File: src/rtl/ir_nec_tx_pkg.sv
package ir_nec_tx_pkg;

    // Segment of the transmitted envelope
    typedef enum logic [2:0] {
        SEG_IDLE  = 3'd0,
        SEG_LEAD  = 3'd1,
        SEG_GAP   = 3'd2,
        SEG_MARK  = 3'd3,
        SEG_SPACE = 3'd4,
        SEG_TAIL  = 3'd5
    } seg_e;

    // Nominal durations in microseconds
    localparam int unsigned LEAD_US      = 9000;
    localparam int unsigned LEAD_GAP_US  = 4500;
    localparam int unsigned REP_GAP_US   = 2250;
    localparam int unsigned MARK_US      = 560;
    localparam int unsigned ZERO_GAP_US  = 560;
    localparam int unsigned ONE_GAP_US   = 1680;
    localparam int unsigned CARRIER_HZ   = 38000;
    localparam int unsigned PAYLOAD_BITS = 32;

    // Captured request
    typedef struct packed {
        logic [7:0] cmd;
        logic [7:0] addr;
    } nec_req_t;

    // Duration in microseconds to clock cycles, rounded, at least one
    function automatic int unsigned us_to_cycles(input longint unsigned clk_hz,
                                                 input longint unsigned us);
        longint unsigned c;
        c = (clk_hz * us + 64'd500000) / 64'd1000000;
        if (c == 0) c = 1;
        return int'(c);
    endfunction

    // Carrier half period in clock cycles, rounded, at least one
    function automatic int unsigned carrier_half(input longint unsigned clk_hz,
                                                 input longint unsigned car_hz);
        longint unsigned c;
        c = (clk_hz + car_hz) / (2 * car_hz);
        if (c == 0) c = 1;
        return int'(c);
    endfunction

    // Payload word, sent from bit 0 upward
    function automatic logic [PAYLOAD_BITS-1:0] build_payload(input nec_req_t r);
        return {~r.cmd, r.cmd, ~r.addr, r.addr};
    endfunction

endpackage

File: src/rtl/ir_nec_seg_timer.sv
module ir_nec_seg_timer #(
    parameter int unsigned W = 16
) (
    input  logic         clk,
    input  logic         rst,
    input  logic         load,
    input  logic [W-1:0] load_val,
    output logic         last
);

    logic [W-1:0] cnt_q;

    always_ff @(posedge clk) begin
        if (rst) begin
            cnt_q <= '0;
        end else if (load) begin
            cnt_q <= load_val;
        end else if (cnt_q != '0) begin
            cnt_q <= cnt_q - 1'b1;
        end
    end

    assign last = (cnt_q == '0);

    // a loaded segment length counts down one per cycle
    a_r10_count_down: assert property (@(posedge clk) disable iff (rst)
        (!load && cnt_q != '0) |=> (cnt_q == $past(cnt_q) - 1'b1));

    // an expired timer stays expired until reloaded
    a_r10_hold_zero: assert property (@(posedge clk) disable iff (rst)
        (!load && cnt_q == '0) |=> (cnt_q == '0));

endmodule

File: src/rtl/ir_nec_carrier.sv
module ir_nec_carrier #(
    parameter int unsigned HALF = 3
) (
    input  logic clk,
    input  logic rst,
    input  logic run,
    output logic carrier
);

    localparam int unsigned CW = (HALF > 1) ? $clog2(HALF) : 1;
    localparam logic [CW-1:0] LAST = CW'(HALF - 1);

    logic [CW-1:0] cnt_q;
    logic          car_q;

    always_ff @(posedge clk) begin
        if (rst || !run) begin
            cnt_q <= '0;
            car_q <= 1'b1;
        end else if (cnt_q == LAST) begin
            cnt_q <= '0;
            car_q <= ~car_q;
        end else begin
            cnt_q <= cnt_q + 1'b1;
        end
    end

    assign carrier = car_q;

    // the carrier flips at the end of each half period
    a_r7_toggle: assert property (@(posedge clk) disable iff (rst)
        (run && cnt_q == LAST) |=> (car_q != $past(car_q)));

    // the carrier holds within a half period
    a_r7_hold: assert property (@(posedge clk) disable iff (rst)
        (run && cnt_q != LAST) |=> $stable(car_q));

    // while stopped the carrier rests at phase zero
    a_r11_rest_phase: assert property (@(posedge clk) disable iff (rst)
        !run |=> (car_q && cnt_q == '0));

endmodule

File: src/rtl/ir_nec_env_seq.sv
module ir_nec_env_seq
    import ir_nec_tx_pkg::*;
#(
    parameter int unsigned W        = 16,
    parameter int unsigned LEAD_C   = 1800,
    parameter int unsigned GAP_C    = 900,
    parameter int unsigned REP_C    = 450,
    parameter int unsigned MARK_C   = 112,
    parameter int unsigned ZERO_C   = 112,
    parameter int unsigned ONE_C    = 336
) (
    input  logic         clk,
    input  logic         rst,
    input  logic         start,
    input  logic         rep_req,
    input  logic [7:0]   addr,
    input  logic [7:0]   cmd,
    input  logic         seg_last,
    output logic         tmr_load,
    output logic [W-1:0] tmr_val,
    output logic         busy,
    output logic         env_on
);

    localparam int unsigned BW = $clog2(PAYLOAD_BITS);
    localparam logic [BW-1:0] LAST_BIT = BW'(PAYLOAD_BITS - 1);

    localparam logic [W-1:0] LEAD_V = W'(LEAD_C - 1);
    localparam logic [W-1:0] GAP_V  = W'(GAP_C - 1);
    localparam logic [W-1:0] REP_V  = W'(REP_C - 1);
    localparam logic [W-1:0] MARK_V = W'(MARK_C - 1);
    localparam logic [W-1:0] ZERO_V = W'(ZERO_C - 1);
    localparam logic [W-1:0] ONE_V  = W'(ONE_C - 1);

    seg_e                    seg_q, seg_d;
    logic                    rep_q, rep_d;
    logic [PAYLOAD_BITS-1:0] pay_q, pay_d;
    logic [BW-1:0]           bit_q, bit_d;
    logic                    accept;
    nec_req_t                req;

    assign req    = '{cmd: cmd, addr: addr};
    assign accept = (seg_q == SEG_IDLE) && (start || rep_req);

    always_comb begin
        seg_d    = seg_q;
        rep_d    = rep_q;
        pay_d    = pay_q;
        bit_d    = bit_q;
        tmr_load = 1'b0;
        tmr_val  = '0;
        if (accept) begin
            seg_d    = SEG_LEAD;
            rep_d    = !start;
            pay_d    = build_payload(req);
            bit_d    = '0;
            tmr_load = 1'b1;
            tmr_val  = LEAD_V;
        end else if (seg_q != SEG_IDLE && seg_last) begin
            unique case (seg_q)
                SEG_LEAD: begin
                    seg_d    = SEG_GAP;
                    tmr_load = 1'b1;
                    tmr_val  = rep_q ? REP_V : GAP_V;
                end
                SEG_GAP: begin
                    seg_d    = rep_q ? SEG_TAIL : SEG_MARK;
                    tmr_load = 1'b1;
                    tmr_val  = MARK_V;
                end
                SEG_MARK: begin
                    seg_d    = SEG_SPACE;
                    tmr_load = 1'b1;
                    tmr_val  = pay_q[0] ? ONE_V : ZERO_V;
                end
                SEG_SPACE: begin
                    seg_d    = (bit_q == LAST_BIT) ? SEG_TAIL : SEG_MARK;
                    pay_d    = pay_q >> 1;
                    bit_d    = bit_q + 1'b1;
                    tmr_load = 1'b1;
                    tmr_val  = MARK_V;
                end
                SEG_TAIL: begin
                    seg_d = SEG_IDLE;
                end
                default: begin
                    seg_d = SEG_IDLE;
                end
            endcase
        end
    end

    always_ff @(posedge clk) begin
        if (rst) begin
            seg_q <= SEG_IDLE;
            rep_q <= 1'b0;
            pay_q <= '0;
            bit_q <= '0;
        end else begin
            seg_q <= seg_d;
            rep_q <= rep_d;
            pay_q <= pay_d;
            bit_q <= bit_d;
        end
    end

    assign busy   = (seg_q != SEG_IDLE);
    assign env_on = (seg_q == SEG_LEAD) || (seg_q == SEG_MARK) || (seg_q == SEG_TAIL);

    // an accepted strobe opens the leader burst next cycle
    a_r2_open_lead: assert property (@(posedge clk) disable iff (rst)
        (seg_q == SEG_IDLE && start) |=> (seg_q == SEG_LEAD && !rep_q));

    // while a segment runs, state and data are frozen regardless of strobes
    a_r8_frozen: assert property (@(posedge clk) disable iff (rst)
        (seg_q != SEG_IDLE && !seg_last) |=> ($stable(seg_q) && $stable(pay_q) && $stable(rep_q)));

    // start takes priority over repeat
    a_r9_start_wins: assert property (@(posedge clk) disable iff (rst)
        (seg_q == SEG_IDLE && start && rep_req) |=> !rep_q);

    // a repeat frame never enters the data bits
    a_r6_no_bits: assert property (@(posedge clk) disable iff (rst)
        rep_q |-> (seg_q != SEG_MARK && seg_q != SEG_SPACE));

endmodule

File: src/rtl/ir_nec_tx.sv
module ir_nec_tx
    import ir_nec_tx_pkg::*;
#(
    parameter int unsigned CLK_HZ = 50_000_000
) (
    input  logic       clk,
    input  logic       rst,
    input  logic       start_i,
    input  logic       repeat_i,
    input  logic [7:0] addr_i,
    input  logic [7:0] cmd_i,
    output logic       busy_o,
    output logic       ir_o
);

    localparam int unsigned LEAD_C = us_to_cycles(CLK_HZ, LEAD_US);
    localparam int unsigned GAP_C  = us_to_cycles(CLK_HZ, LEAD_GAP_US);
    localparam int unsigned REP_C  = us_to_cycles(CLK_HZ, REP_GAP_US);
    localparam int unsigned MARK_C = us_to_cycles(CLK_HZ, MARK_US);
    localparam int unsigned ZERO_C = us_to_cycles(CLK_HZ, ZERO_GAP_US);
    localparam int unsigned ONE_C  = us_to_cycles(CLK_HZ, ONE_GAP_US);
    localparam int unsigned HALF_C = carrier_half(CLK_HZ, CARRIER_HZ);
    localparam int unsigned TW     = $clog2(LEAD_C + 1);

    logic          seg_last;
    logic          tmr_load;
    logic [TW-1:0] tmr_val;
    logic          busy;
    logic          env_on;
    logic          carrier;

    ir_nec_seg_timer #(.W(TW)) u_timer (
        .clk      (clk),
        .rst      (rst),
        .load     (tmr_load),
        .load_val (tmr_val),
        .last     (seg_last)
    );

    ir_nec_env_seq #(
        .W      (TW),
        .LEAD_C (LEAD_C),
        .GAP_C  (GAP_C),
        .REP_C  (REP_C),
        .MARK_C (MARK_C),
        .ZERO_C (ZERO_C),
        .ONE_C  (ONE_C)
    ) u_seq (
        .clk      (clk),
        .rst      (rst),
        .start    (start_i),
        .rep_req  (repeat_i),
        .addr     (addr_i),
        .cmd      (cmd_i),
        .seg_last (seg_last),
        .tmr_load (tmr_load),
        .tmr_val  (tmr_val),
        .busy     (busy),
        .env_on   (env_on)
    );

    ir_nec_carrier #(.HALF(HALF_C)) u_carrier (
        .clk     (clk),
        .rst     (rst),
        .run     (busy),
        .carrier (carrier)
    );

    assign busy_o = busy;
    assign ir_o   = env_on & carrier;

    // no light while idle
    a_r1_idle_dark: assert property (@(posedge clk) disable iff (rst)
        !busy_o |-> !ir_o);

    // once the closing burst is done the block returns idle and stays idle without a strobe
    a_r5_stay_idle: assert property (@(posedge clk) disable iff (rst)
        (!busy_o && !start_i && !repeat_i) |=> !busy_o);

endmodule

File: config.mk
export PLATFORM = sky130hd
export DESIGN_NAME = ir_nec_tx
export DESIGN_NICKNAME = d
export VERILOG_FILES = /design/src/rtl/ir_nec_tx_pkg.sv /design/src/rtl/ir_nec_seg_timer.sv /design/src/rtl/ir_nec_carrier.sv /design/src/rtl/ir_nec_env_seq.sv /design/src/rtl/ir_nec_tx.sv
export SDC_FILE = /design/constraint.sdc
export NUM_CORES = 1
export LEC_CHECK = 0
export BUFFER_PORTS_ARGS = -buffer_cell sky130_fd_sc_hd__clkbuf_2
export CAP_MARGIN = 0
export CORE_ASPECT_RATIO = 0.9
export CORE_MARGIN = 3
export CORE_UTILIZATION = 50
export DETAILED_ROUTE_END_ITERATION = 10
export PLACE_DENSITY = 0.77
export SLEW_MARGIN = 20
export SYNTH_ARGS = -nofsm -noshare
export SYNTH_HDL_FRONTEND = slang
export SYNTH_HIERARCHICAL = 1
export SYNTH_SLANG_ARGS = --single-unit
File: constraint.sdc
create_clock -name clk -period 3.7 [get_ports clk]
set_clock_uncertainty 0.1 [all_clocks]
set_input_delay 0.37 -clock clk [delete_from_list [all_inputs] [get_ports clk]]
set_output_delay 0.37 -clock clk [all_outputs]
set_load 0.1 [all_outputs]
* After elaboration in Yosys (flattened, before gate mapping) *
Cells that the tools add are included.

cells by class
  add/subtract/negate cells = 3
  equality and inequality tests = 7
  mux-type cells = 18
  bitwise gates (word level) = 4
  reduce and logical (&&, ||, !) cells = 21

operators with widths
  operator                                                               number
  32-bit two-way mux                                                     3
  19-bit two-way mux                                                     4
  19-bit case mux with 3 select lines                                    1
  19-bit zero test                                                       1
  19-bit nonzero test                                                    1
  19-bit by 1-bit subtractor with 19-bit output (second input constant)  1
  18-bit two-way mux                                                     1
  17-bit two-way mux                                                     1
  8-bit NOT                                                              2
  3-bit case mux with 4 select lines                                     1
  10-bit by 1-bit adder with 10-bit output (second input constant)       1
  10-bit == test (second input constant)                                 1
  3-bit by 2-bit == test with 1-bit output (second input constant)       2
  3-bit == test (second input constant)                                  2
  3-bit two-way mux                                                      2
  2-bit nonzero test                                                     3
  2-bit OR reduction                                                     3
  5-bit by 1-bit adder with 5-bit output (second input constant)         1
  5-bit == test (second input constant)                                  1
  1-bit two-way mux                                                      5
  1-bit logical OR                                                       4
  2-bit AND reduction                                                    2
  4-bit OR reduction                                                     1
  3-bit by 1-bit == test with 1-bit output (second input constant)       1
  6 further kinds                                                        8

storage, ports and cells
  flip-flop bits (word level) = 71
  output and inout port bits = 2

* Depth between registers and ports, before layout *
Gate-level depths: netlist of the first run.

  depth in word-level cells = 6
  depth in mapped cells = 14

* By module *
Netlist of the first run, hierarchy kept.

by module, submodules not included
  module            instances  cells an instance  area an instance (um2)  sequential area each (um2)
  ir_nec_env_seq    1          265                2203.4                  820.8
  ir_nec_seg_timer  1          138                1104.8                  380.4
  ir_nec_carrier    1          53                 500.5                   220.2
  ir_nec_tx         1          1                  6.3                     0.0

* Worst setup path after synthesis of the first run *
OpenSTA, ideal clock, no wires.

  path type = flip-flop to flip-flop
  from = register u_timer.cnt_q[0]
  to = register u_timer.cnt_q[15]
  setup time = 92 ps
  arrival = 2920 ps
  path slack = 588 ps
  cell stages (with the launch flop) = 15
  buffers on the path = 3
  period minus slack after synthesis = 3112 ps
  path through = dfxtp_1 -> inv_1 -> ha_1 -> nor4b_2 -> nand4_1 -> clkbuf_1 -> nor2_1 -> clkbuf_1 -> o21ai_0 -> nand2_1 -> nor2b_1 -> buf_1 -> nand2_1 -> and4_1 -> nor4_1

on the way
  cells in the longest elaborated chain, start to end = 5
  elaborated cells on any way between the ends = 11
  classes of those cells = add/sub: 1; mux: 6; reduce/logical: 4

ends and longest elaborated chain
  what                                                             line                    text
  start: declaration                                               ir_nec_seg_timer.sv:11  logic [W-1:0] cnt_q;
  start signal: assignment                                         ir_nec_seg_timer.sv:17  cnt_q <= load_val;
  start signal: assignment                                         ir_nec_seg_timer.sv:19  cnt_q <= cnt_q - 1'b1;
  19-bit zero test *                                               ir_nec_seg_timer.sv:23  assign last = (cnt_q == '0);
  net seg_last                                                     ir_nec_tx.sv:25         logic seg_last;
  1-bit logical AND *                                              ir_nec_env_seq.sv:59    end else if (seg_q != SEG_IDLE && seg_last) begin
  1-bit two-way mux *                                              ir_nec_env_seq.sv:59
  1-bit two-way mux *                                              ir_nec_env_seq.sv:52    if (accept) begin
  net tmr_load                                                     ir_nec_tx.sv:26         logic tmr_load;
  19-bit two-way mux / 2-bit nonzero test (equally long branches)  n/a

The timed path passes the listed nets; every way through them passes the cells marked *. The select of a mux whose other input is x is not followed.
A chain may end at the register's enable or synchronous reset.

* Worst setup path in the final report of the first run *
  from = register u_timer.cnt_q[14]
  to = register u_seq.pay_q[26]

on the way
  cells in the longest elaborated chain, start to end = 4

ends and longest elaborated chain
  what                           line                    text
  19-bit zero test               ir_nec_seg_timer.sv:23
  net seg_last                   ir_nec_tx.sv:25
  1-bit logical AND              ir_nec_env_seq.sv:59
  2-bit nonzero test (no line)   n/a
  2-bit AND reduction (no line)  n/a
  end signal: assignment         ir_nec_env_seq.sv:102   pay_q <= pay_d;
  end: declaration               ir_nec_env_seq.sv:37    logic [PAYLOAD_BITS-1:0] pay_q, pay_d;

The timed path passes the listed nets, and every way through them passes these cells.

==> run metrics, run 1 <==
outcome finished clean; worst skew pair latency 0.36 ns; Ant. Diodes 0; fill count 622; number of synthesized register bits 71; Die Y 88.9 um; setup TNS 0 ns; cell-internal power 1.30 mW; die area 8720 um2; CP Cell Sequence or4_4 > or2_0 > nor2_1 > buf_4 > nand2b_1 > o211a_1 > o221ai_1 > a21oi_1; Vias/cell 6.01; Tcrit/Tclk final 84.1%; nets@finish 484; EDFF count, synth 0; CTS Sinks 71; CTS-repair resized insts 0; async set or reset register ratio after synthesis 0%; R2R setup slack 0.59 ns; Slew headroom 51.2%; sequential-to-total area share from yosys stat 37.3%; vias in the first global route 3,039; Max Freq 0.321 GHz; number of post-CTS setup repair buffers 0; port bufs 21; Mapped Area 3810 um2; pwr/cell area 502 nW/um2; drc violations 0; Final ANT Viol Nets 0; Yosys top cell by area dfxtp_1; gr ovfl total 0; Syn Area/Cell 8.35 um2; worst-margin pin slew 0.728 ns; most frequent cells in the layout dfxtp_1, nand2_1, nor2_1, a21oi_1, clkbuf_2; crit start category flop; Most used DFF post-synth dfxtp_1; Setup crit end kind flop; Max Root-Sink Buffers 2; Worst Path Class, Setup flop to flop; Hold/Removal Path Class primary input to flop; synth warn 6; initial antenna violation count 0; hpwl dp 5690 um; combinational cell fraction of total power 26.7%; wire length per cell 15.0 um; total track usage 19.9%; Clock Root Buffer clkbuf_8; Slew Limit Fails 0; hold_buf cts 0; Core Region 7220 um2; Synth Net Count 482; first-pass GRT wire length 14,300 um; Peak VDD IR 195 uV; Reg power frac 46.1%; Critical Path Fanout Max 21; CTS buffer count 9; Tmin final 3.11 ns; max_cap viols 0; dpl cell area 3860 um2; GPL Wtd Cong 0.913; CP arrival 3.30 ns; post-synth top area share 37.3%; CTS tree built; TritonRoute pass-1 iters 5; vias 3,347; Mapped Cells 457; final instance area 4040 um2; FP Rows 29; RSZ-0062 raised after global routing false; Area contributors post-synth dfxtp_1, nand2_1, a21oi_1; chip width 98.1 um; Routed Wire Length 8370 um; Initial Utilization 52.8%; CP max stage delay 0.59 ns; synth-to-layout area growth 5.84%; Starting DRT DRC Count 264; Final setup viols 0; clock power share 27.3%; Final Hold Vio Count 0; Psw 0.726 mW; Synth cell types 67; Worst-path clk slew 0.08 ns; Sw Share 35.8%; Crit-path slowest cell o211a_1; commonest non-fill, non-tap cell in the layout dfxtp_1; Critical Path RT 3.88 ns; H-tree Lvls 3; Ports 22; share of layout cells above drive strength 1 14.0%; LEAKAGE 1.45 nW; largest net degree at the start of global routing 40
-- worst max-delay path: cells and delay by family, from the launching register on --
family | cells | cell delay, ns
AOI/OAI and AO/OA | 3 | 1.01
buffers and inverters | 1 | 0.22
DFF | 1 | 0.35
and+or+nand+nor | 4 | 1.35
-- kinds of logic (layout without fill, tap and decap cells) --
| logic type | after synthesis | after routing | synth area share [%] |
|---|---|---|---|
| flip-flops | 71 | 71 | 37.3 |
| AO/OA/AOI/OAI | 125 | 125 | 23.5 |
| AND/OR/NAND/NOR | 182 | 182 | 24.6 |
| buffers and inverters | 50 | 57 | 7.31 |
| XOR/XNOR | 16 | 16 | 3.67 |
| multiplexers | 8 | 8 | 2.10 |
| adder cells (fa/ha/maj) | 5 | 5 | 1.64 |
-- routing by layer --
| metal | up-vias | global-route usage (%) | wire, um |
|---|---|---|---|
| li1 | 1651 | - | - |
| met1 | 1564 | 26.0 | 3880 |
| met2 | 113 | 31.6 | 3820 |
| met3 | 19 | 4.96 | 509 |
| met4 | 0 | 8.18 | 161 |
| met5 | - | 0 | 0 |
-- sequential cells by signal, indices dropped and copies added, names as in the netlist --
register,cells
u_seq/pay_q,32
u_seq/seg_q,3
u_carrier/carrier,1
u_seq/bit_q,5
u_seq/rep_q,1
u_timer/cnt_q,19
u_carrier/cnt_q,10
-- power groups by stage --
stage | clock network [mW] | registers, mW | logic [mW]
detailed placement | 0 | 0.947 | 0.531
finish | 0.553 | 0.934 | 0.541
global placement | 0 | 0.942 | 0.522
global route | 0.602 | 0.945 | 0.605
CTS | 0.574 | 0.930 | 0.535
floorplan | 0 | 0.922 | 0.452
-- path summary, 6_finish.rpt --
check | from | end | cells past startpoint
max | u_timer/cnt_q[14] | u_seq/pay_q[26] | 8
min | start_i | u_seq/rep_q | 2
max reg2reg | u_timer/cnt_q[14] | u_seq/pay_q[26] | 8
min reg2reg | u_seq/pay_q[12] | u_seq/pay_q[12] | 2
-- Yosys cell counts (all sizes together) (6+ instances only) --
master	count
nor2	42
nor3	8
nand3	7
a211oi	18
o21ai	15
o221ai	13
mux2i	8
nand2	70
o31ai	7
nor4	6
or3	10
inv	12
xnor2	8
xor2	8
clkbuf	12
a21oi	40
dfxtp	71
or4	9
buf	26
-- per-stage QoR --
step           power, mW  util, %  hold slack [ns]  std cells  setup WS [ns]
4_1_cts             2.04     55.9           0.0815        557          0.604
5_1_grt             2.15     55.9           0.0990        557          0.344
3_3_place_gp        1.46     53.5            0.341        541          0.737
6_report            2.03     55.9           0.0945        557          0.590
2_1_floorplan       1.37        -            0.332        457          0.588
3_5_place_dp        1.48     53.5            0.348        541          0.614
-- cell type report --
class	instances	area (um2)	share of cell area [%]
inverters	12	47.5	1.18
well taps	93	116	2.88
repair buffers	29	165	4.09
clock buffers	10	128	3.16
multi-input cells	336	2110	52.4
flip-flops and latches	71	1420	35.2
clock inverters	6	45.0	1.12
No activity file was read; power rests on OpenSTA's default activity.
==> inputs of run 2 (changes only) <==
- PLACE_DENSITY: 0.77 -> 0.8
- clock period: 3.7 -> 2.6 ns (I/O delays scaled with it)
==> run metrics, run 2 (same netlist as run 1, synthesis figures left out) <==
Initial Utilization 52.8%; FP Rows 29; commonest non-fill, non-tap cell in the layout dfxtp_1; delay-heaviest family, CP simple AND/OR/NAND/NOR gates; Peak VDD IR 330 uV; H-tree Lvls 3; Tmin final 2.53 ns; CTS tree built; CP arrival 2.67 ns; max_cap viols 0; RSZ-0062 raised after global routing true; CTS buffer count 9; Final ANT Viol Nets 0; Worst-path clk slew 0.08 ns; nets@finish 511; most frequent cells in the layout dfxtp_1, nand2_1, a21oi_1, nor2_1, buf_4; FF/Latch Area 1420 um2; Final setup viols 0; GPL Wtd Cong 0.921; wire length per cell 15.3 um; Worst Path Class, Setup flop to flop; drc violations 0; worst-margin pin slew 0.542 ns; Crit-path slowest cell or4_4; Routed Wire Length 8930 um; LEAKAGE 1.63 nW; chip width 98.1 um; vias 3,513; crit start category flop; Multi-input gate area 2180 um2; Largest Register u_seq/pay_q; Vias/cell 6.02; share of layout cells above drive strength 1 20.6%; Core Region 7220 um2; worst path bufs/invs 2; pwr/cell area 736 nW/um2; CP Cell Sequence or4_4 > or2_4 > nor2_4 > o21ai_1 > nand2_1 > buf_4 > inv_1 > a2111oi_1; Slew headroom 64.0%; total track usage 21.1%; fill count 588; outcome finished clean; vias in the first global route 3,317; synth-to-layout area growth 14.2%; Die Y 88.9 um; Clock Root Buffer clkbuf_8; gr ovfl total 0; CTS Sinks 71; Ports 22; PnR worst setup slack 0.0678 ns; first-pass GRT wire length 15,100 um; die area 8720 um2; Ant. Diodes 0; hpwl dp 6040 um; Starting DRT DRC Count 240; Setup crit end kind flop; CP max stage delay 0.55 ns; worst skew pair latency 0.36 ns; Max Root-Sink Buffers 2; Max Freq 0.395 GHz; port bufs 21; Critical Path RT 2.74 ns; Tcrit/Tclk final 97.4%; Top Registers u_seq/pay_q (32), u_timer/cnt_q (19), u_carrier/cnt_q (10); Largest register FFs 32; Slew Limit Fails 0; largest net degree at the start of global routing 34; Final Hold Vio Count 0; Hold/Removal Path Class primary input to flop; Pwr Total 3.21 mW; TritonRoute pass-1 iters 5; worst slack, placed 0.0308 ns; initial antenna violation count 0; Critical Path Fanout Max 16
[run 2: timing repair]
action / in CTS / in global routing
endpoints found under the hold margin: 2 / 0
setup endpoints to repair: 0 / 43
hold buffers: 2 / 0
buffers inserted: 0 / 4
gates resized for setup: 0 / 14
[run 2: metal layers]
| layer | GRT usage, % | vias up | routed length, um |
|---|---|---|---|
| met4 | 10.6 | 0 | 173 |
| met1 | 26.4 | 1672 | 4010 |
| li1 | - | 1708 | - |
| met2 | 35.2 | 115 | 4270 |
| met5 | 0 | - | 0 |
| met3 | 4.02 | 18 | 477 |
[run 2: final cells by class]
cell class / instances / share of cell area [%]
Tap cell: 93 / 2.67
Clock buffer: 10 / 3.16
Sequential cell: 71 / 32.6
Clock inverter: 6 / 1.67
Inverter: 12 / 1.09
Multi-Input combinational cell: 336 / 49.9
Timing Repair Buffer: 56 / 8.85
[run 2: power by group]
group	total, mW	switching [mW]	internal, mW
combinational	0.954	0.550	0.404
clock	0.944	0.461	0.483
sequential	1.31	0.103	1.21
[run 2: tightest hold or removal path, cell delays in order]
cell and delay [ns]:
clkbuf_2 0.10, nor2_1 0.11, a211oi_1 0.05
[run 2: final timing paths]
| kind | start | end | slack [ns] | cells past startpoint |
|---|---|---|---|---|
| setup reg to reg | u_timer/cnt_q[17] | u_timer/cnt_q[8] | 0.07 | 8 |
| setup / recovery | u_timer/cnt_q[17] | u_timer/cnt_q[8] | 0.07 | 8 |
| hold / removal | cmd_i[4] | u_seq/pay_q[20] | 0.10 | 3 |
| hold reg to reg | u_seq/pay_q[8] | u_seq/pay_q[8] | 0.36 | 2 |
[run 2: metrics by stage]
step	hold slack, ns	instances	util [%]	TNS, ns	instance area, um2
floorplan	0.250	457	-	-0.0181	3850
global placement	0.341	562	56.1	0	4050
detailed placement	0.347	562	56.1	0	4050
CTS	0.0837	580	59.3	0	4280
global route	0.101	584	60.3	-0.0730	4360
finish	0.103	584	60.3	0	4360
